## config.mk

```make
export PLATFORM = sky130hd
export DESIGN_NAME = i2c_div_search
export DESIGN_NICKNAME = d
export VERILOG_FILES = /design/src/rtl/i2cds_pkg.sv /design/src/rtl/ids_filter.sv /design/src/rtl/ids_cand_gen.sv /design/src/rtl/ids_best_track.sv /design/src/rtl/i2c_div_search.sv
export SDC_FILE = /design/constraint.sdc
export NUM_CORES = 1
export LEC_CHECK = 0
export BUFFER_PORTS_ARGS = -buffer_cell sky130_fd_sc_hd__clkbuf_2
export CAP_MARGIN = 0
export CORE_ASPECT_RATIO = 0.7
export CORE_UTILIZATION = 30
export DETAILED_ROUTE_END_ITERATION = 16
export PLACE_DENSITY = 0.51
export REMOVE_ABC_BUFFERS = 1
export SLEW_MARGIN = 25
export SYNTH_ARGS = -nofsm -noshare
export SYNTH_HDL_FRONTEND = slang
export SYNTH_SLANG_ARGS = --single-unit
export TNS_END_PERCENT = 30
```

## constraint.sdc

```tcl
create_clock -name clk -period 9.8 [get_ports clk]
set_clock_uncertainty 0.15 [all_clocks]
set_input_delay 1.96 -clock clk [delete_from_list [all_inputs] [get_ports clk]]
set_output_delay 1.96 -clock clk [all_outputs]
set_load 0.05 [all_outputs]
```

## src/rtl/i2cds_pkg.sv

```systemverilog
package i2cds_pkg;

  localparam int GRID_LOG2 = 3;
  localparam int GRID_SIZE = 1 << GRID_LOG2;
  localparam int IDX_W = 2 * GRID_LOG2;
  localparam int CAND_N = GRID_SIZE * GRID_SIZE;
  localparam logic [7:0] FDR_NONE = 8'h31;
  localparam int B_BASE_SHIFT = 4;

  // Outer factor for grid row gi (ga = gi + 4)
  function automatic logic [5:0] outer_factor(input logic [GRID_LOG2-1:0] gi);
    case (gi)
      3'd0: outer_factor = 6'd10;
      3'd1: outer_factor = 6'd12;
      3'd2: outer_factor = 6'd14;
      3'd3: outer_factor = 6'd16;
      3'd4: outer_factor = 6'd18;
      3'd5: outer_factor = 6'd20;
      3'd6: outer_factor = 6'd24;
      default: outer_factor = 6'd30;
    endcase
  endfunction

  // Scrambled register byte: ga[2] -> bit5, gb -> bits 4:2, ga[1:0] -> bits 1:0
  function automatic logic [7:0] pack_code(input logic [GRID_LOG2-1:0] gi,
                                           input logic [GRID_LOG2-1:0] gb);
    logic [3:0] ga;
    ga = {1'b0, gi} + 4'd4;
    pack_code = {2'b00, ga[2], gb, ga[1:0]};
  endfunction

endpackage

```

## src/rtl/ids_filter.sv

```systemverilog
module ids_filter #(
  parameter int KHZ_W  = 20,
  parameter int FILT_W = 8
) (
  input  logic [KHZ_W-1:0]  khz,
  output logic [FILT_W-1:0] filt
);
  localparam int Q_W = KHZ_W + 3;

  logic [Q_W-1:0] scaled;
  logic [Q_W-1:0] quot;

  always_comb begin
    scaled = Q_W'(khz) * Q_W'(5);
    quot   = scaled / Q_W'(100000);
  end

  generate
    if (FILT_W < Q_W) begin : g_narrow
      assign filt = (quot == '0) ? FILT_W'(1) : quot[FILT_W-1:0];
    end else begin : g_wide
      assign filt = (quot == '0) ? FILT_W'(1) : FILT_W'(quot);
    end
  endgenerate
endmodule

```

## src/rtl/ids_cand_gen.sv

```systemverilog
module ids_cand_gen
  import i2cds_pkg::*;
#(
  parameter int FILT_W = 8,
  parameter int DIV_W  = 32
) (
  input  logic              clk,
  input  logic              rst_n,
  input  logic              en,
  input  logic [IDX_W-1:0]  idx,
  input  logic [FILT_W-1:0] filt,
  output logic              cand_vld,
  output logic              cand_last,
  output logic [DIV_W-1:0]  cand_div,
  output logic [7:0]        cand_code
);
  logic [GRID_LOG2-1:0] gi, gb;
  logic [3:0]           sh;
  logic [DIV_W-1:0]     corr, base, prod;

  always_comb begin
    gi   = idx[IDX_W-1:GRID_LOG2];
    gb   = idx[GRID_LOG2-1:0];
    sh   = {1'b0, gb} + 4'(B_BASE_SHIFT);
    corr = (DIV_W'(filt) * DIV_W'(3)) >> sh;
    base = DIV_W'(outer_factor(gi)) + (corr << 1);
    prod = base << sh;
  end

  always_ff @(posedge clk) begin
    if (!rst_n) begin
      cand_vld  <= 1'b0;
      cand_last <= 1'b0;
      cand_div  <= '0;
      cand_code <= '0;
    end else begin
      cand_vld  <= en;
      cand_last <= en && (idx == IDX_W'(CAND_N - 1));
      if (en) begin
        cand_div  <= prod;
        cand_code <= pack_code(gi, gb);
      end
    end
  end

  AST_LAST_IS_VALID: assert property (@(posedge clk) disable iff (!rst_n)
    cand_last |-> cand_vld) else $error("last without valid");
endmodule

```

## src/rtl/ids_best_track.sv

```systemverilog
module ids_best_track
  import i2cds_pkg::*;
#(
  parameter int FILT_W = 8,
  parameter int DIV_W  = 32
) (
  input  logic              clk,
  input  logic              rst_n,
  input  logic              clr,
  input  logic              vld,
  input  logic              last,
  input  logic [DIV_W-1:0]  cand_div,
  input  logic [7:0]        cand_code,
  input  logic [DIV_W-1:0]  req,
  input  logic [FILT_W-1:0] filt_in,
  output logic              done,
  output logic [7:0]        res_code,
  output logic [FILT_W-1:0] res_filt,
  output logic [DIV_W-1:0]  res_div,
  output logic              res_found
);
  logic [DIV_W-1:0] best_q, best_n;
  logic [7:0]       code_q, code_n;
  logic             fnd_q, fnd_n;
  logic             win;

  always_comb begin
    win    = vld && (cand_div > req) && (cand_div < best_q);
    best_n = win ? cand_div  : best_q;
    code_n = win ? cand_code : code_q;
    fnd_n  = win | fnd_q;
  end

  always_ff @(posedge clk) begin
    if (!rst_n) begin
      best_q    <= '1;
      code_q    <= FDR_NONE;
      fnd_q     <= 1'b0;
      done      <= 1'b0;
      res_code  <= '0;
      res_filt  <= '0;
      res_div   <= '0;
      res_found <= 1'b0;
    end else begin
      done <= vld && last;
      if (clr) begin
        best_q <= '1;
        code_q <= FDR_NONE;
        fnd_q  <= 1'b0;
      end else if (vld) begin
        best_q <= best_n;
        code_q <= code_n;
        fnd_q  <= fnd_n;
      end
      if (vld && last) begin
        res_code  <= code_n;
        res_filt  <= filt_in;
        res_div   <= best_n;
        res_found <= fnd_n;
      end
    end
  end

  AST_BEST_ABOVE_REQ: assert property (@(posedge clk) disable iff (!rst_n)
    (fnd_q && !clr) |-> (best_q > req)) else $error("best not above request");
  AST_BEST_NEVER_GROWS: assert property (@(posedge clk) disable iff (!rst_n)
    (vld && !clr) |=> (best_q <= $past(best_q))) else $error("best grew");
  AST_DONE_SINGLE: assert property (@(posedge clk) disable iff (!rst_n)
    done |=> !done) else $error("done longer than one cycle");
  AST_RESULT_HOLD: assert property (@(posedge clk) disable iff (!rst_n)
    !done |-> ($stable(res_code) && $stable(res_div) && $stable(res_found)))
    else $error("result moved outside done");
  AST_NONE_DEFAULT: assert property (@(posedge clk) disable iff (!rst_n)
    (done && !res_found) |-> (res_code == FDR_NONE && res_div == '1))
    else $error("default code wrong");
  AST_CODE_TOP_ZERO: assert property (@(posedge clk) disable iff (!rst_n)
    done |-> (res_code[7:6] == 2'b00)) else $error("code high bits set");
endmodule

```

## src/rtl/i2c_div_search.sv

```systemverilog
module i2c_div_search
  import i2cds_pkg::*;
#(
  parameter int REQ_W   = 32,
  parameter int KHZ_W   = 20,
  parameter int FILT_W  = 8,
  parameter int DIV_W   = 32,
  parameter int SAT_MAX = 65535
) (
  input  logic              clk,
  input  logic              rst_n,
  input  logic              in_valid,
  output logic              in_ready,
  input  logic [REQ_W-1:0]  in_div,
  input  logic [KHZ_W-1:0]  in_khz,
  output logic              done,
  output logic [7:0]        fdr_code,
  output logic [FILT_W-1:0] filt_code,
  output logic [DIV_W-1:0]  eff_div,
  output logic              found
);
  localparam logic [REQ_W-1:0] SAT_LIM = REQ_W'(SAT_MAX);

  logic              running;
  logic [IDX_W-1:0]  idx;
  logic [DIV_W-1:0]  req_q;
  logic [FILT_W-1:0] filt_q, filt_w;
  logic [REQ_W-1:0]  req_sat;
  logic              accept;
  logic              cand_vld, cand_last;
  logic [DIV_W-1:0]  cand_div;
  logic [7:0]        cand_code;

  assign in_ready = !running && !cand_vld;
  assign accept   = in_valid && in_ready;
  assign req_sat  = (in_div > SAT_LIM) ? SAT_LIM : in_div;

  ids_filter #(.KHZ_W(KHZ_W), .FILT_W(FILT_W)) u_filt (
    .khz  (in_khz),
    .filt (filt_w)
  );

  always_ff @(posedge clk) begin
    if (!rst_n) begin
      running <= 1'b0;
      idx     <= '0;
      req_q   <= '0;
      filt_q  <= '0;
    end else if (accept) begin
      running <= 1'b1;
      idx     <= '0;
      req_q   <= DIV_W'(req_sat);
      filt_q  <= filt_w;
    end else if (running) begin
      idx <= idx + 1'b1;
      if (idx == IDX_W'(CAND_N - 1)) running <= 1'b0;
    end
  end

  ids_cand_gen #(.FILT_W(FILT_W), .DIV_W(DIV_W)) u_gen (
    .clk       (clk),
    .rst_n     (rst_n),
    .en        (running),
    .idx       (idx),
    .filt      (filt_q),
    .cand_vld  (cand_vld),
    .cand_last (cand_last),
    .cand_div  (cand_div),
    .cand_code (cand_code)
  );

  ids_best_track #(.FILT_W(FILT_W), .DIV_W(DIV_W)) u_best (
    .clk       (clk),
    .rst_n     (rst_n),
    .clr       (accept),
    .vld       (cand_vld),
    .last      (cand_last),
    .cand_div  (cand_div),
    .cand_code (cand_code),
    .req       (req_q),
    .filt_in   (filt_q),
    .done      (done),
    .res_code  (fdr_code),
    .res_filt  (filt_code),
    .res_div   (eff_div),
    .res_found (found)
  );

  AST_REQ_HELD_BUSY: assert property (@(posedge clk) disable iff (!rst_n)
    (in_valid && !in_ready) |=> $stable(req_q)) else $error("request changed while busy");
  AST_FILT_NONZERO: assert property (@(posedge clk) disable iff (!rst_n)
    running |-> (filt_q != '0)) else $error("filter zero during search");
  AST_REQ_SATURATED: assert property (@(posedge clk) disable iff (!rst_n)
    running |-> (req_q <= DIV_W'(SAT_MAX))) else $error("request above limit");
endmodule

```

**Yosys cells after proc, flatten, opt, wreduce, memory -nomap -nowiden**

Cells that the tools add are included.

- Flip-flop bits (word level): 178
- Bits of input ports: 55
- Logic and storage cells: 56

- $add $sub $neg: 4
- Multiply operators: 2
- Bitwise logic cells: 2
- Shift operators: 2
- Reductions and logical operators: 11
- Equal/unequal tests: 7
- Muxes and demuxes: 8
- Div/mod/pow operators: 1
- Magnitude comparators: 3

Operator list:

| kind | count |
|---|---|
| 32-bit 2-to-1 mux | 2 |
| 5-bit one-hot mux with 7 select lines | 1 |
| 5-bit by 32-bit adder with 32-bit output | 1 |
| 32-bit by 16-bit greater-than comparator with 1-bit output (second input constant) | 1 |
| 32-bit greater-than comparator | 1 |
| 32-bit less-than comparator | 1 |
| 32-bit by 4-bit left shift with 32-bit output | 1 |
| 10-bit by 4-bit right shift with 31-bit output | 1 |
| 23-bit by 17-bit divider with 23-bit output (second input constant) | 1 |
| 23-bit logical NOT | 1 |
| 20-bit by 3-bit multiplier with 23-bit output (second input constant) | 1 |
| 8-bit 2-to-1 mux | 2 |
| 8-bit by 2-bit multiplier with 10-bit output (second input constant) | 1 |
| 3-bit equality test (second input constant) | 3 |
| 6-bit by 1-bit adder with 6-bit output (second input constant) | 1 |
| 3-bit by 2-bit equality test with 1-bit output (second input constant) | 2 |
| 6-bit equality test (second input constant) | 1 |
| 1-bit logical AND | 6 |
| 3-bit by 3-bit adder with 4-bit output (second input constant) | 1 |
| 3-bit adder (second input constant) | 1 |
| 3-bit by 1-bit equality test with 1-bit output (second input constant) | 1 |
| 3-bit logical NOT | 1 |
| 1-bit 2-to-1 mux | 3 |
| 1-bit logical NOT | 2 |
| other kinds (3) | 3 |

**Depth between registers and ports, before layout**

Gate-level depths: netlist of the first run.

- Word-level depth: 4
- Mapped depth: 28

**Modules after synthesis**

Synthesis of the first run repeated with hierarchy kept, for this count alone.

- Cells, all modules: 1620
- Area, all modules: 12911.1 um^2

By module, submodules not included:

| module | sequential area each (um^2) | area each (um^2) | cells an instance | times used |
|---|---|---|---|---|
| ids_best_track | 1821.7 | 4961.0 | 585 | 1 |
| ids_filter | 0.0 | 4235.3 | 619 | 1 |
| ids_cand_gen | 600.6 | 2057.0 | 237 | 1 |
| i2c_div_search | 940.9 | 1657.8 | 179 | 1 |

**Worst setup path after synthesis of the first run**

OpenSTA, ideal clock, no wires.

- Kind: in2reg
- Start point: input in_khz[1]
- End point: register filt_q[0]
- Setup slack: 1330 ps
- Data required time: 9528 ps
- Arrival time: 8199 ps
- Stages on the path: 25
- Path through: ha_1 > ha_1 > fa_1 > a211oi_1 > o21ai_2 > and3_1 > or3_1 > a21boi_4 > o211ai_4 > o21ai_4 > mux2i_1 > nor2_1 > a2111oi_1 > a22oi_2 > a21oi_4 > mux2i_1 > nand4bb_4 > a21oi_4 > nor2_2 > o311a_1 > a221oi_2 > nor2_1 > o22a_1 > o221ai_1 > a21oi_1

- Cells in the longest elaborated chain, start to end: 4

RTL lines:

| item | line | text |
|---|---|---|
| from (decl) | i2c_div_search.sv:15 | `input logic [KHZ_W-1:0] in_khz,` |
| 20-bit by 3-bit multiplier with 23-bit output (*) | ids_filter.sv:14 | `scaled = Q_W'(khz) * Q_W'(5);` |
| 23-bit by 17-bit divider with 23-bit output (*) | ids_filter.sv:15 | `quot = scaled / Q_W'(100000);` |
| 23-bit logical NOT | ids_filter.sv:20 | `assign filt = (quot == '0) ? FILT_W'(1) : quot[FILT_W-1:0];` |
| 8-bit 2-to-1 mux (*) | ids_filter.sv:20 |  |
| to (signal assigned) | i2c_div_search.sv:53 | `filt_q <= filt_w;` |
| to (decl) | i2c_div_search.sv:27 | `logic [FILT_W-1:0] filt_q, filt_w;` |

Every way passes the cells marked *; elsewhere a longest branch is shown, timed or not.
A chain may end at the register's enable or synchronous reset.

**Worst setup path in the final report of the first run**

- Start point: input in_khz[3]
- End point: register filt_q[0]

The elaborated chain is that of the path after synthesis.

==> reports/qor.log, run 1 <==
qor: grt.globalRouteTotalUtil 16.2%
qor: status.outcome complete, no violations
qor: cts.ctsLongestPathBuffers 2
qor: finish.layout.cells.non_filler 1,904
qor: yosys.post_synth_instance_area 11,000 sq um
qor: critical_path.cp_slowest_stage_delay 600 ps
qor: grt.grt_first_pass_wirelength 48,900 um
qor: cts.ctsHtreeMaxLevel 4
qor: critical_path.timing.critical_path.buf_inv 2
qor: placement.numPlacedInstances 1,872
qor: critical_path.cp_data_arrival_time 9360 ps
qor: critical_path.critPathLaunch in_khz[3]
qor: yosys.synth.top_cell.area_share 30.1%
qor: critical_path.r2r-end u_best.res_div[5]$_SDFFE_PN0P_
qor: cts.cts_tree built
qor: job.number_of_max_capacitance_violations_reported 0
qor: yosys.cell_with_the_most_instances_after_synthesis sky130_fd_sc_hd__dfxtp_1
qor: floorplan.die_w 231 um
qor: yosys.synth_flop_cell sky130_fd_sc_hd__dfxtp_1
qor: finish.final_layout_size_suffix_gt1_share 16.2%
qor: cts.post_cts_buffers 0
qor: critical_path.rrSetupSlack 4680 ps
qor: yosys.async_flop_share 0%
qor: grt.initial_antenna_violation_count 0
qor: timing.maxSlewHeadroom 37.5%
qor: yosys.synth_largest_area_cell sky130_fd_sc_hd__dfxtp_1
qor: critical_path.crit_required 9970 ps
qor: route.initialDrtViolationCount 810
qor: power.power.density 238 nW/um^2
qor: cts.worst_skew_late_latency 430 ps
qor: critical_path.r2r_start u_best.best_q[1]$_SDFFE_PP1P_
qor: min_path.hp-class reg -> reg
qor: finish.area.growth.synth_to_final 15.0%
qor: route.via_count_of_the_routed_design 9,928
qor: timing.worst_slew_pin_slew 936 ps
qor: critical_path.critical_path.startpoint_type input port
qor: yosys.synthesized_flop_and_latch_total 165
qor: placement.place.detailed.hpwl 23,000 um
qor: yosys.largest_cells_by_area_after_synthesis sky130_fd_sc_hd__dfxtp_1 30%, sky130_fd_sc_hd__ha_1 10%, sky130_fd_sc_hd__nor2_1 5.1%, sky130_fd_sc_hd__nand2_1 5.0%, sky130_fd_sc_hd__mux2i_1 4.6%
qor: finish.final_util 35.1%
qor: floorplan.fp.dieH 162 um
qor: floorplan.io-pin-count 106
qor: critical_path.cpMaxStageDelayCell sky130_fd_sc_hd__o41a_1
qor: route.postRouteWirelength 30,000 um
qor: timing.timing.setup.tns 0 ps
qor: yosys.syn_area_per_cell 8.25 sq um
qor: yosys.post_synth_num_cell_types 103
qor: route.route.detailed.vias_per_inst 5.21
qor: floorplan.core_region_area 36,000 sq um
qor: critical_path.critical_path.max_fanout 11
qor: timing.period_needed 9190 ps
qor: route.drt_pass_1_iters 5
qor: timing.fmax 109 MHz
qor: critical_path.instance_count_on_the_critical_path 26
qor: yosys.yosys_warnings 0
qor: cts.cts_root_buf sky130_fd_sc_hd__clkbuf_16
qor: critical_path.worstSetupEndpointType flop
qor: critical_path.timing.setup.critical_path_class in -> reg
qor: grt.via_count_of_the_first_global_routing_pass 9,236
qor: timing.min_period_over_period 93.8%
qor: floorplan.initial_core_utilization 30.5%
qor: yosys.netlist_instances 1,331
qor: cts.cts-buffers-inserted 17
qor: timing.final-max-slew-violation-count 0
qor: power.worst_vdd_rail_ir_drop 0.000112 V
qor: placement.port_buffers 104
qor: cts.clk_transition_reported_paths 70 ps
qor: yosys.yosys-top-cells-count 165 x sky130_fd_sc_hd__dfxtp_1, 148 x sky130_fd_sc_hd__nor2_1, 145 x sky130_fd_sc_hd__nand2_1, 96 x sky130_fd_sc_hd__a21oi_1, 89 x sky130_fd_sc_hd__ha_1
qor: critical_path.ff2ff_path_depth 24
qor: timing.finalHoldViolCount 0
qor: power.p_leak 0.00565 uW
qor: finish.final_net_count 1,557
qor: yosys.synth_edf_count 0
qor: grt.grt_start_max_net_pins 49
qor: placement.final_replace_weighted_congestion 0.827
qor: power.total_power 3010 uW
qor: timing.final-setup-viol-count 0
qor: floorplan.fp_rows 58
qor: critical_path.crit_family compound AO/OA/AOI/OAI gates
qor: yosys.share_of_synthesized_area_occupied_by_flip_flops_and_latches 30.1%
qor: critical_path.worstSetupEndpoint filt_q[0]$_SDFFE_PN0P_
qor: route.postRouteAntennaNets 0
qor: timing.grt_setup_unrepaired no
qor: floorplan.dieArea 37,400 sq um
qor: finish.antennaDiodeCount 0
qor: cts.total_clock_sinks 165
qor: grt.total_congestion_overflow_after_global_routing 0
qor: route.route.detailed.drc 0
qor: route.wire_per_inst 15.8 um
## layout make-up
| class | count | area [sq um] |
|---|---|---|
| Clock inverter | 11 | 149 |
| Multi-Input combinational cell | 1045 | 7220 |
| Tap cell | 480 | 601 |
| Timing Repair Buffer | 123 | 663 |
| Clock buffer | 21 | 470 |
| Fill cell | 3818 | 23400 |
| Sequential cell | 165 | 3300 |
| Inverter | 59 | 221 |
## cells by family (layout without fill, tap and decap cells)
group	count (synthesis)	in the layout	synth area share [%]
adder cells (fa/ha/maj)	91	91	10.5
AND/OR/NAND/NOR	471	471	20.5
multiplexers	55	55	5.10
buffers and inverters	121	214	4.33
other	1	1	0.0341
AO/OA/AOI/OAI	372	372	24.8
flip-flops	165	165	30.1
XOR/XNOR	55	55	4.66
## flip-flops by register name (all words and copies together) (netlist names)
name              flops
req_q                32
u_best.best_q        32
u_best.res_div       32
u_gen.cand_div       21
u_best.code_q         8
u_best.res_code       8
filt_q                7
u_best.res_filt       7
idx                   6
u_gen.cand_code       6
running               1
u_best.done           1
u_best.fnd_q          1
u_best.res_found      1
u_gen.cand_last       1
u_gen.cand_vld        1
## worst register-to-register path, cell delays in order (launching register included)
cell                        delay [ps]
sky130_fd_sc_hd__dfxtp_1           330
sky130_fd_sc_hd__inv_1              50
sky130_fd_sc_hd__ha_1              250
sky130_fd_sc_hd__nor2b_1           140
sky130_fd_sc_hd__o21a_1            160
sky130_fd_sc_hd__o21a_1            160
sky130_fd_sc_hd__o21a_1            170
sky130_fd_sc_hd__o21a_1            160
sky130_fd_sc_hd__o21a_1            180
sky130_fd_sc_hd__o21a_1            170
sky130_fd_sc_hd__o21ai_0           160
sky130_fd_sc_hd__nand2b_1           90
sky130_fd_sc_hd__a21oi_1           250
sky130_fd_sc_hd__nor2b_1            90
sky130_fd_sc_hd__o21a_1            170
sky130_fd_sc_hd__o21a_1            160
sky130_fd_sc_hd__o21a_1            160
sky130_fd_sc_hd__o21a_1            170
sky130_fd_sc_hd__o21a_1            220
sky130_fd_sc_hd__o2111ai_1         240
sky130_fd_sc_hd__a21boi_0          160
sky130_fd_sc_hd__o2111ai_1         300
sky130_fd_sc_hd__nand2b_4          380
sky130_fd_sc_hd__mux2i_1           420
sky130_fd_sc_hd__a211oi_1          120
## power breakdown
part,switching (uW),internal (uW)
Sequential,23.1,691
Combinational,980,611
Clock,282,422
Total,1290,1720
## repair_timing
item                       4_1_cts  5_1_grt
hold buffers                     0        0
setup endpoints to repair        0        1
resized for setup                0        1
## how the worst min path moves through the flow
| stage | slack, ps | startpoint | cells past startpoint | endpoint |
|---|---|---|---|---|
| 4_1_cts | 300 | req_q[16]$_SDFFE_PN0P_ | 2 | req_q[16]$_SDFFE_PN0P_ |
| 6_report | 290 | req_q[16]$_SDFFE_PN0P_ | 2 | req_q[16]$_SDFFE_PN0P_ |
| 5_1_grt | 320 | req_q[17]$_SDFFE_PN0P_ | 2 | req_q[17]$_SDFFE_PN0P_ |
| 3_3_place_gp | 280 | req_q[20]$_SDFFE_PN0P_ | 2 | req_q[20]$_SDFFE_PN0P_ |
| 2_1_floorplan | 270 | req_q[16]$_SDFFE_PN0P_ | 2 | req_q[16]$_SDFFE_PN0P_ |
| 3_5_place_dp | 290 | req_q[16]$_SDFFE_PN0P_ | 2 | req_q[16]$_SDFFE_PN0P_ |
## per-stage QoR
stage               instance area (sq um)  hold WS [ps]  setup slack (ps)
floorplan                           10700           272              1210
global placement                    12000           284               382
detailed placement                  12000           286               279
CTS                                 12600           299               727
global route                        12600           318              18.2
finish                              12600           293               612
## placed cells by master (no fill, tap or decap), drive strengths merged, types with 12 or more instances in the layout
master	n
dfxtp	165
nor2	150
nand2	145
clkbuf	125
a21oi	104
ha	89
o21ai	61
inv	59
mux2i	50
a211oi	50
xnor2	36
and3	30
nand3	29
nor3	20
xor2	19
buf	19
o211ai	19
o221a	18
o21a	16
nand2b	15
nor2b	13
a21o	13
and2	13
nand4	12
nor4	12
## layer usage
metal / global-route usage (%) / part of all wire [%]
met1: 25.1 / 56
met4: 3.61 / 1.0
met3: 2.37 / 4.0
met5: 0 / 0
met2: 23.0 / 39
No activity file was read; power rests on OpenSTA's default activity.
==> run 2, diff against run 1 <==
--- a/config.mk
+++ b/config.mk
@@ -8,9 +8,9 @@
 export BUFFER_PORTS_ARGS = -buffer_cell sky130_fd_sc_hd__clkbuf_2
 export CAP_MARGIN = 0
 export CORE_ASPECT_RATIO = 0.7
-export CORE_UTILIZATION = 30
+export CORE_UTILIZATION = 61
 export DETAILED_ROUTE_END_ITERATION = 16
-export PLACE_DENSITY = 0.51
+export PLACE_DENSITY = 0.87
 export REMOVE_ABC_BUFFERS = 1
 export SLEW_MARGIN = 25
 export SYNTH_ARGS = -nofsm -noshare
==> run 2 against run 1 <==
Effect of this change:
- final cell count down 13%
- routed wire length down 1.4%
- power fell by 1.3%
- clock power fell by 3.0%
- via count increased by 4.8%
- die area down 50%
- sequential power about the same
- worst hold slack improved by 6.7 ps
- utilization rose by 36 points
- critical path type unchanged
- critical endpoint unchanged
==> reports/qor.log, run 2 (synthesized netlist as in run 1, its figures left out) <==
qor: timing.maxSlewHeadroom 35.2%
qor: placement.dp_worst_setup_slack 215 ps
qor: finish.final_net_count 1,549
qor: finish.final_util 70.7%
qor: power.worst_vdd_rail_ir_drop 0.000162 V
qor: critical_path.critical_path.max_fanout 11
qor: finish.layout.cells.non_filler 1,647
qor: finish.top_regs req_q x32, u_best.best_q x32, u_best.res_div x32
qor: critical_path.cp_data_arrival_time 9360 ps
qor: cts.cts_tree built
qor: grt.globalRouteTotalUtil 32.3%
qor: cts.clk_transition_reported_paths 70 ps
qor: finish.num-fill-cells 1,288
qor: timing.period_needed 9200 ps
qor: timing.final-max-slew-violation-count 0
qor: timing.finalHoldViolCount 0
qor: critical_path.critical_path.startpoint_type input port
qor: grt.grt_start_max_net_pins 76
qor: power.power.density 242 nW/um^2
qor: critical_path.crit_required 9970 ps
qor: timing.fmax 109 MHz
qor: route.wire_per_inst 18.0 um
qor: finish.final_common_cell sky130_fd_sc_hd__dfxtp_1
qor: timing.grt_setup_unrepaired no
qor: cts.ctsHtreeMaxLevel 4
qor: floorplan.io-pin-count 106
qor: grt.groute.layer.met3.usage 5.58%
qor: placement.numPlacedInstances 1,615
qor: cts.cts_root_buf sky130_fd_sc_hd__clkbuf_16
qor: min_path.hp-class reg -> reg
qor: finish.layout.area.seq 3300 sq um
qor: grt.initial_antenna_violation_count 0
qor: cts.post_cts_buffers 0
qor: grt.globalRouteMet2Util 47.2%
qor: timing.worst_slew_pin_slew 971 ps
qor: critical_path.r2r_start u_gen.cand_div[1]$_SDFFE_PN0P_
qor: cts.worst_skew_late_latency 430 ps
qor: grt.total_congestion_overflow_after_global_routing 0
qor: route.drt_pass_1_iters 8
qor: route.initialDrtViolationCount 1,185
qor: floorplan.die_w 162 um
qor: finish.multiInputGateArea 7250 sq um
qor: timing.timing.setup.tns 0 ps
qor: grt.met1_usage 49.0%
qor: status.outcome complete, no violations
qor: finish.area.growth.synth_to_final 11.7%
qor: grt.via_count_of_the_first_global_routing_pass 9,392
qor: route.postRouteWirelength 29,600 um
qor: route.via_count_of_the_routed_design 10,400
qor: timing.fin_worst_hold_slack 300 ps
qor: grt.top_usage_layer met1
qor: route.route.detailed.drc 0
qor: critical_path.critPathLaunch in_khz[3]
qor: finish.final_layout_size_suffix_gt1_share 16.2%
qor: floorplan.fp_rows 40
qor: timing.min_period_over_period 93.9%
qor: placement.place.detailed.hpwl 21,000 um
qor: critical_path.worstSetupEndpointType flop
qor: floorplan.dieArea 18,600 sq um
qor: cts.ctsLongestPathBuffers 2
qor: cts.cts_hold_repair.buffers 0
qor: timing.worst_slack 601 ps
qor: floorplan.fp.dieH 114 um
qor: timing.final-setup-viol-count 0
qor: power.p_leak 0.00562 uW
qor: route.route.detailed.vias_per_inst 6.32
qor: route.postRouteAntennaNets 0
qor: job.number_of_max_capacitance_violations_reported 0
qor: grt.grt_first_pass_wirelength 48,500 um
qor: critical_path.cpMaxStageDelayCell sky130_fd_sc_hd__a311oi_2
qor: placement.port_buffers 104
qor: cts.total_clock_sinks 165
qor: finish.antennaDiodeCount 0
qor: floorplan.initial_core_utilization 63.3%
qor: min_path.startpoint_of_the_most_critical_hold_path req_q[17]$_SDFFE_PN0P_
qor: placement.final_replace_weighted_congestion 0.970
qor: finish.most-common-layout-cells 165 x sky130_fd_sc_hd__dfxtp_1, 147 x sky130_fd_sc_hd__nor2_1, 144 x sky130_fd_sc_hd__nand2_1, 104 x sky130_fd_sc_hd__clkbuf_2, 96 x sky130_fd_sc_hd__a21oi_1
qor: critical_path.cp_slowest_stage_delay 540 ps
qor: floorplan.core_region_area 17,400 sq um
qor: cts.cts-buffers-inserted 17
qor: critical_path.timing.setup.critical_path_class in -> reg
run 2: cell count changes in the layout (fill, tap and decap cells not counted), moves of 2 or more:
cell	delta
sky130_fd_sc_hd__bufinv_16	-2
sky130_fd_sc_hd__clkinv_8	+3
sky130_fd_sc_hd__clkbuf_8	-3
sky130_fd_sc_hd__clkinv_2	-2
sky130_fd_sc_hd__buf_4	-8
sky130_fd_sc_hd__inv_8	+5
run 2: metrics by stage:
step / total power, uW / cell area, sq um
final: 2970 / 12300
after CTS: 2920 / 12200
after detailed placement: 2240 / 11600
after floorplan: 1910 / 10700
after global placement: 2240 / 11600
after global routing: 3140 / 12300
run 2: final cells by class:
| class | instances | area share [%] |
|---|---|---|
| multi-input combinational | 1045 | 59.0 |
| sequential | 165 | 26.9 |
| timing repair buffer | 115 | 4.91 |
| clock buffer | 17 | 3.47 |
| tap | 231 | 2.35 |
| inverter | 59 | 1.80 |
| clock inverter | 15 | 1.51 |
run 2: repair_timing:
| item | CTS | global route |
|---|---|---|
| endpoints found under the hold margin | 0 | 0 |
| setup endpoints to repair | 0 | 1 |
| resized for setup | 0 | 6 |
run 2: worst paths after layout:
check / to / slack, ps / cells after the start
hold / removal: req_q[17]$_SDFFE_PN0P_ / 300 / 2
setup / recovery: filt_q[0]$_SDFFE_PN0P_ / 600 / 26
hold reg to reg: req_q[17]$_SDFFE_PN0P_ / 300 / 2
setup reg to reg: u_best.res_div[13]$_SDFFE_PN0P_ / 4200 / 23
run 2: power by group:
group | switching [uW] | total, uW | internal [uW]
clock | 315 | 683 | 367
combinational | 982 | 1570 | 592
sequential | 23.6 | 714 | 691
run 2: critical path: cells and delay by family:
| kind | cells | cell delay [ps] |
|---|---|---|
| AOI/OAI and AO/OA | 14 | 4040 |
| xor gates and xnor gates | 1 | 270 |
| adders and majority gates | 3 | 980 |
| buffers and inverters | 1 | 100 |
| and+or+nand+nor | 7 | 1980 |
run 2: metal layers:
layer	wire length, um	share of wire (%)
met1	14200	48
met2	12500	42
met3	2600	8.8
met4	240	0.81
met5	0	0
==> run 3, diff against run 2 <==
--- a/config.mk
+++ b/config.mk
@@ -8,12 +8,13 @@
 export BUFFER_PORTS_ARGS = -buffer_cell sky130_fd_sc_hd__clkbuf_2
 export CAP_MARGIN = 0
 export CORE_ASPECT_RATIO = 0.7
-export CORE_UTILIZATION = 61
+export CORE_UTILIZATION = 62
 export DETAILED_ROUTE_END_ITERATION = 16
 export PLACE_DENSITY = 0.87
 export REMOVE_ABC_BUFFERS = 1
 export SLEW_MARGIN = 25
 export SYNTH_ARGS = -nofsm -noshare
 export SYNTH_HDL_FRONTEND = slang
+export SYNTH_HIERARCHICAL = 1
 export SYNTH_SLANG_ARGS = --single-unit
 export TNS_END_PERCENT = 30
==> run 3 against run 2 <==
Effect of this change:
- final cell count increased by 23%
- synthesized area grew 18%
- clock power fell by 2%
- worst hold slack improved by 12 ps
- utilization increased by 1.2 points
- power up 30%
- critical endpoint unchanged
- non-clock buffer count increased by 71
- register-to-register slack better by 1200 ps
==> reports/qor.log, run 3 <==
qor: status.outcome complete, no violations
qor: grt.initial_antenna_violation_count 0
qor: timing.grt_setup_unrepaired no
qor: placement.place.detailed.hpwl 26,800 um
qor: cts.ctsHtreeMaxLevel 4
qor: min_path.hp-class reg -> reg
qor: power.power.density 268 nW/um^2
qor: cts.cts-buffers-inserted 17
qor: critical_path.worstSetupEndpointType flop
qor: yosys.synth.top_cell.area_share 26.0%
qor: route.drt_pass_1_iters 6
qor: min_path.hold-path-cell-count 2
qor: grt.via_count_of_the_first_global_routing_pass 12,000
qor: cts.cts_hold_repair.buffers 0
qor: critical_path.timing.setup.critical_path_class in -> reg
qor: min_path.worstHoldEndpoint u_best/fnd_q$_SDFFE_PP0P_
qor: critical_path.cp_data_arrival_time 9610 ps
qor: floorplan.initial_core_utilization 64.2%
qor: critical_path.critical_path.startpoint_type input port
qor: cts.clk_transition_reported_paths 80 ps
qor: critical_path.cp_slowest_stage_delay 530 ps
qor: placement.final_replace_weighted_congestion 0.970
qor: yosys.post_synth_num_cell_types 107
qor: critical_path.ff2ff_path_depth 17
qor: critical_path.cpMaxStageDelayCell sky130_fd_sc_hd__a2111o_1
qor: grt.globalRouteTotalUtil 34.7%
qor: cts.total_clock_sinks 168
qor: route.initialDrtViolationCount 1,504
qor: yosys.synth_largest_area_cell sky130_fd_sc_hd__dfxtp_1
qor: cts.ctsLongestPathBuffers 2
qor: yosys.synth_edf_count 0
qor: min_path.startpoint_of_the_most_critical_hold_path u_best/fnd_q$_SDFFE_PP0P_
qor: finish.area.growth.synth_to_final 12.0%
qor: finish.finish.instance_area 14,500 sq um
qor: yosys.synthesized_flop_and_latch_total 168
qor: placement.dpl_cell_area 13,800 sq um
qor: grt.groute.layer.met3.usage 5.98%
qor: timing.finalHoldViolCount 0
qor: critical_path.crit_required 10,000 ps
qor: timing.worst_slew_pin_slew 917 ps
qor: finish.num-fill-cells 1,549
qor: finish.final_common_cell sky130_fd_sc_hd__dfxtp_1
qor: route.postRouteAntennaNets 0
qor: cts.cts_tree built
qor: floorplan.io-pin-count 106
qor: grt.grt_first_pass_wirelength 60,600 um
qor: grt.met1_usage 50.9%
qor: timing.min_period_over_period 96.0%
qor: yosys.cell_with_the_most_instances_after_synthesis sky130_fd_sc_hd__dfxtp_1
qor: job.number_of_max_capacitance_violations_reported 0
qor: timing.final-max-slew-violation-count 0
qor: yosys.yosys-top-cells-count 168 x sky130_fd_sc_hd__dfxtp_1, 146 x sky130_fd_sc_hd__nand2_1, 111 x sky130_fd_sc_hd__ha_1, 107 x sky130_fd_sc_hd__o21ai_0, 98 x sky130_fd_sc_hd__a21oi_1
qor: yosys.async_flop_share 0%
qor: floorplan.dieArea 21,400 sq um
qor: finish.final_layout_size_suffix_gt1_share 16.8%
qor: grt.grt_start_max_net_pins 91
qor: critical_path.r2r_start filt_q[6]$_SDFFE_PN0P_
qor: route.route.detailed.drc 0
qor: grt.top_usage_layer met2
qor: timing.fin_worst_hold_slack 311 ps
qor: grt.total_congestion_overflow_after_global_routing 0
qor: cts.cts_root_buf sky130_fd_sc_hd__clkbuf_16
qor: yosys.synth_flop_cell sky130_fd_sc_hd__dfxtp_1
qor: floorplan.fp.dieH 123 um
qor: finish.most-common-layout-cells 168 x sky130_fd_sc_hd__dfxtp_1, 146 x sky130_fd_sc_hd__nand2_1, 111 x sky130_fd_sc_hd__ha_1, 107 x sky130_fd_sc_hd__o21ai_0, 105 x sky130_fd_sc_hd__clkbuf_2
qor: critical_path.rrSetupSlack 5420 ps
qor: timing.period_needed 9410 ps
qor: critical_path.r2r-end u_gen/cand_div[15]$_SDFFE_PN0P_
qor: yosys.post_synth_instance_area 12,900 sq um
qor: grt.globalRouteMet2Util 51.5%
qor: finish.final_net_count 1,903
qor: timing.maxSlewHeadroom 38.5%
qor: yosys.yosys_warnings 6
qor: finish.antennaDiodeCount 0
qor: route.wire_per_inst 18.7 um
qor: timing.fmax 106 MHz
qor: critical_path.critical_path.max_fanout 6
qor: yosys.largest_cells_by_area_after_synthesis sky130_fd_sc_hd__dfxtp_1 26%, sky130_fd_sc_hd__ha_1 11%, sky130_fd_sc_hd__nand2_1 4.2%, sky130_fd_sc_hd__o21ai_0 4.1%, sky130_fd_sc_hd__a21oi_1 3.8%
qor: floorplan.die_w 174 um
qor: placement.port_buffers 105
qor: cts.post_cts_buffers 0
qor: yosys.netlist_instances 1,620
qor: cts.worst_skew_late_latency 430 ps
qor: route.route.detailed.vias_per_inst 6.54
qor: power.worst_vdd_rail_ir_drop 0.000347 V
qor: yosys.syn_area_per_cell 7.97 sq um
qor: finish.top_regs req_q x32, u_best/best_q x32, u_best/res_div x32
qor: route.via_count_of_the_routed_design 13,200
qor: power.p_leak 0.00635 uW
qor: yosys.share_of_synthesized_area_occupied_by_flip_flops_and_latches 26.0%
qor: route.postRouteWirelength 37,800 um
qor: floorplan.core_region_area 20,100 sq um
qor: floorplan.fp_rows 43
qor: timing.final-setup-viol-count 0
## run 3: cell types whose count changed in the layout (fill, tap and decap cells not counted), moves of 17 or more
cell                       before  now
sky130_fd_sc_hd__a31oi_1        6   55
sky130_fd_sc_hd__nor3_1        18   37
sky130_fd_sc_hd__o21ai_1        6   43
sky130_fd_sc_hd__a21boi_0       1   18
sky130_fd_sc_hd__o221a_2       18    0
sky130_fd_sc_hd__nand3_1       28   79
sky130_fd_sc_hd__nand3b_1       0   36
sky130_fd_sc_hd__a211oi_1      46   19
sky130_fd_sc_hd__o21ai_0       52  107
sky130_fd_sc_hd__mux2i_1       50   21
sky130_fd_sc_hd__ha_1          89  111
sky130_fd_sc_hd__inv_1         57   81
sky130_fd_sc_hd__nor2_1       147   81
sky130_fd_sc_hd__buf_4         11   81
## run 3: kinds of logic after synthesis
kind of cell | after synthesis | share of synthesized area [%]
adder cells (fa/ha/maj) | 115 | 11.2
other | 2 | 0.0582
XOR/XNOR | 58 | 4.05
AO/OA/AOI/OAI | 519 | 27.3
buffers and inverters | 188 | 7.28
multiplexers | 34 | 2.82
AND/OR/NAND/NOR | 536 | 21.2
flip-flops | 168 | 26.0
## run 3: how the worst max path moves through the flow
stage,startpoint,end,cells after the start
CTS,in_khz[5],filt_q[0]$_SDFFE_PN0P_,29
global placement,in_khz[1],filt_q[0]$_SDFFE_PN0P_,30
detailed placement,in_khz[5],filt_q[0]$_SDFFE_PN0P_,29
finish,in_khz[1],filt_q[0]$_SDFFE_PN0P_,30
global route,in_khz[8],filt_q[0]$_SDFFE_PN0P_,29
floorplan,in_khz[1],filt_q[0]$_SDFFE_PN0P_,30
## run 3: power by group
part	switching [uW]	internal [uW]
Sequential	24.6	707
Clock	321	348
Combinational	1450	1020
## run 3: per-layer routing
layer	wire, um	part of all wire, %	up-vias
met2	15400	41	773
met3	4180	11	88
met5	0	0	-
met1	17400	46	6150
li1	-	-	6188
met4	840	2.2	0
## run 3: layout make-up
type                    instances  area, sq um  share of cell area [%]
clock inverters                14          155                    1.07
multi-input cells            1275         8690                    60.1
inverters                      87          332                    2.29
repair buffers                186         1130                    7.84
clock buffers                  18          439                    3.04
flip-flops and latches        168         3360                    23.3
well taps                     270          338                    2.34
## run 3: worst max-delay path, delay by kind of cell
family / cells / cell delay (ps)
buf+inv: 3 / 300
fa+ha+maj: 3 / 1030
simple gates: 4 / 900
xor+xnor: 1 / 110
mux: 3 / 1040
compound gates: 16 / 4260
## run 3: stage by stage
stage	utilization, %	setup slack, ps	cells	TNS [ps]	power, uW
2_1_floorplan	-	-24.8	1530	-24.8	2310
3_3_place_gp	68.7	268	1986	0	3040
3_5_place_dp	68.7	-31.4	1986	-31.4	3100
4_1_cts	71.7	374	2018	0	3780
5_1_grt	71.8	8.24	2018	0	4080
6_report	71.8	389	2018	0	3870
## run 3: timing repair
action / 4_1_cts / 5_1_grt
gates resized for setup: 0 / 7
hold endpoints to repair: 0 / 0
setup endpoints to repair: 0 / 1
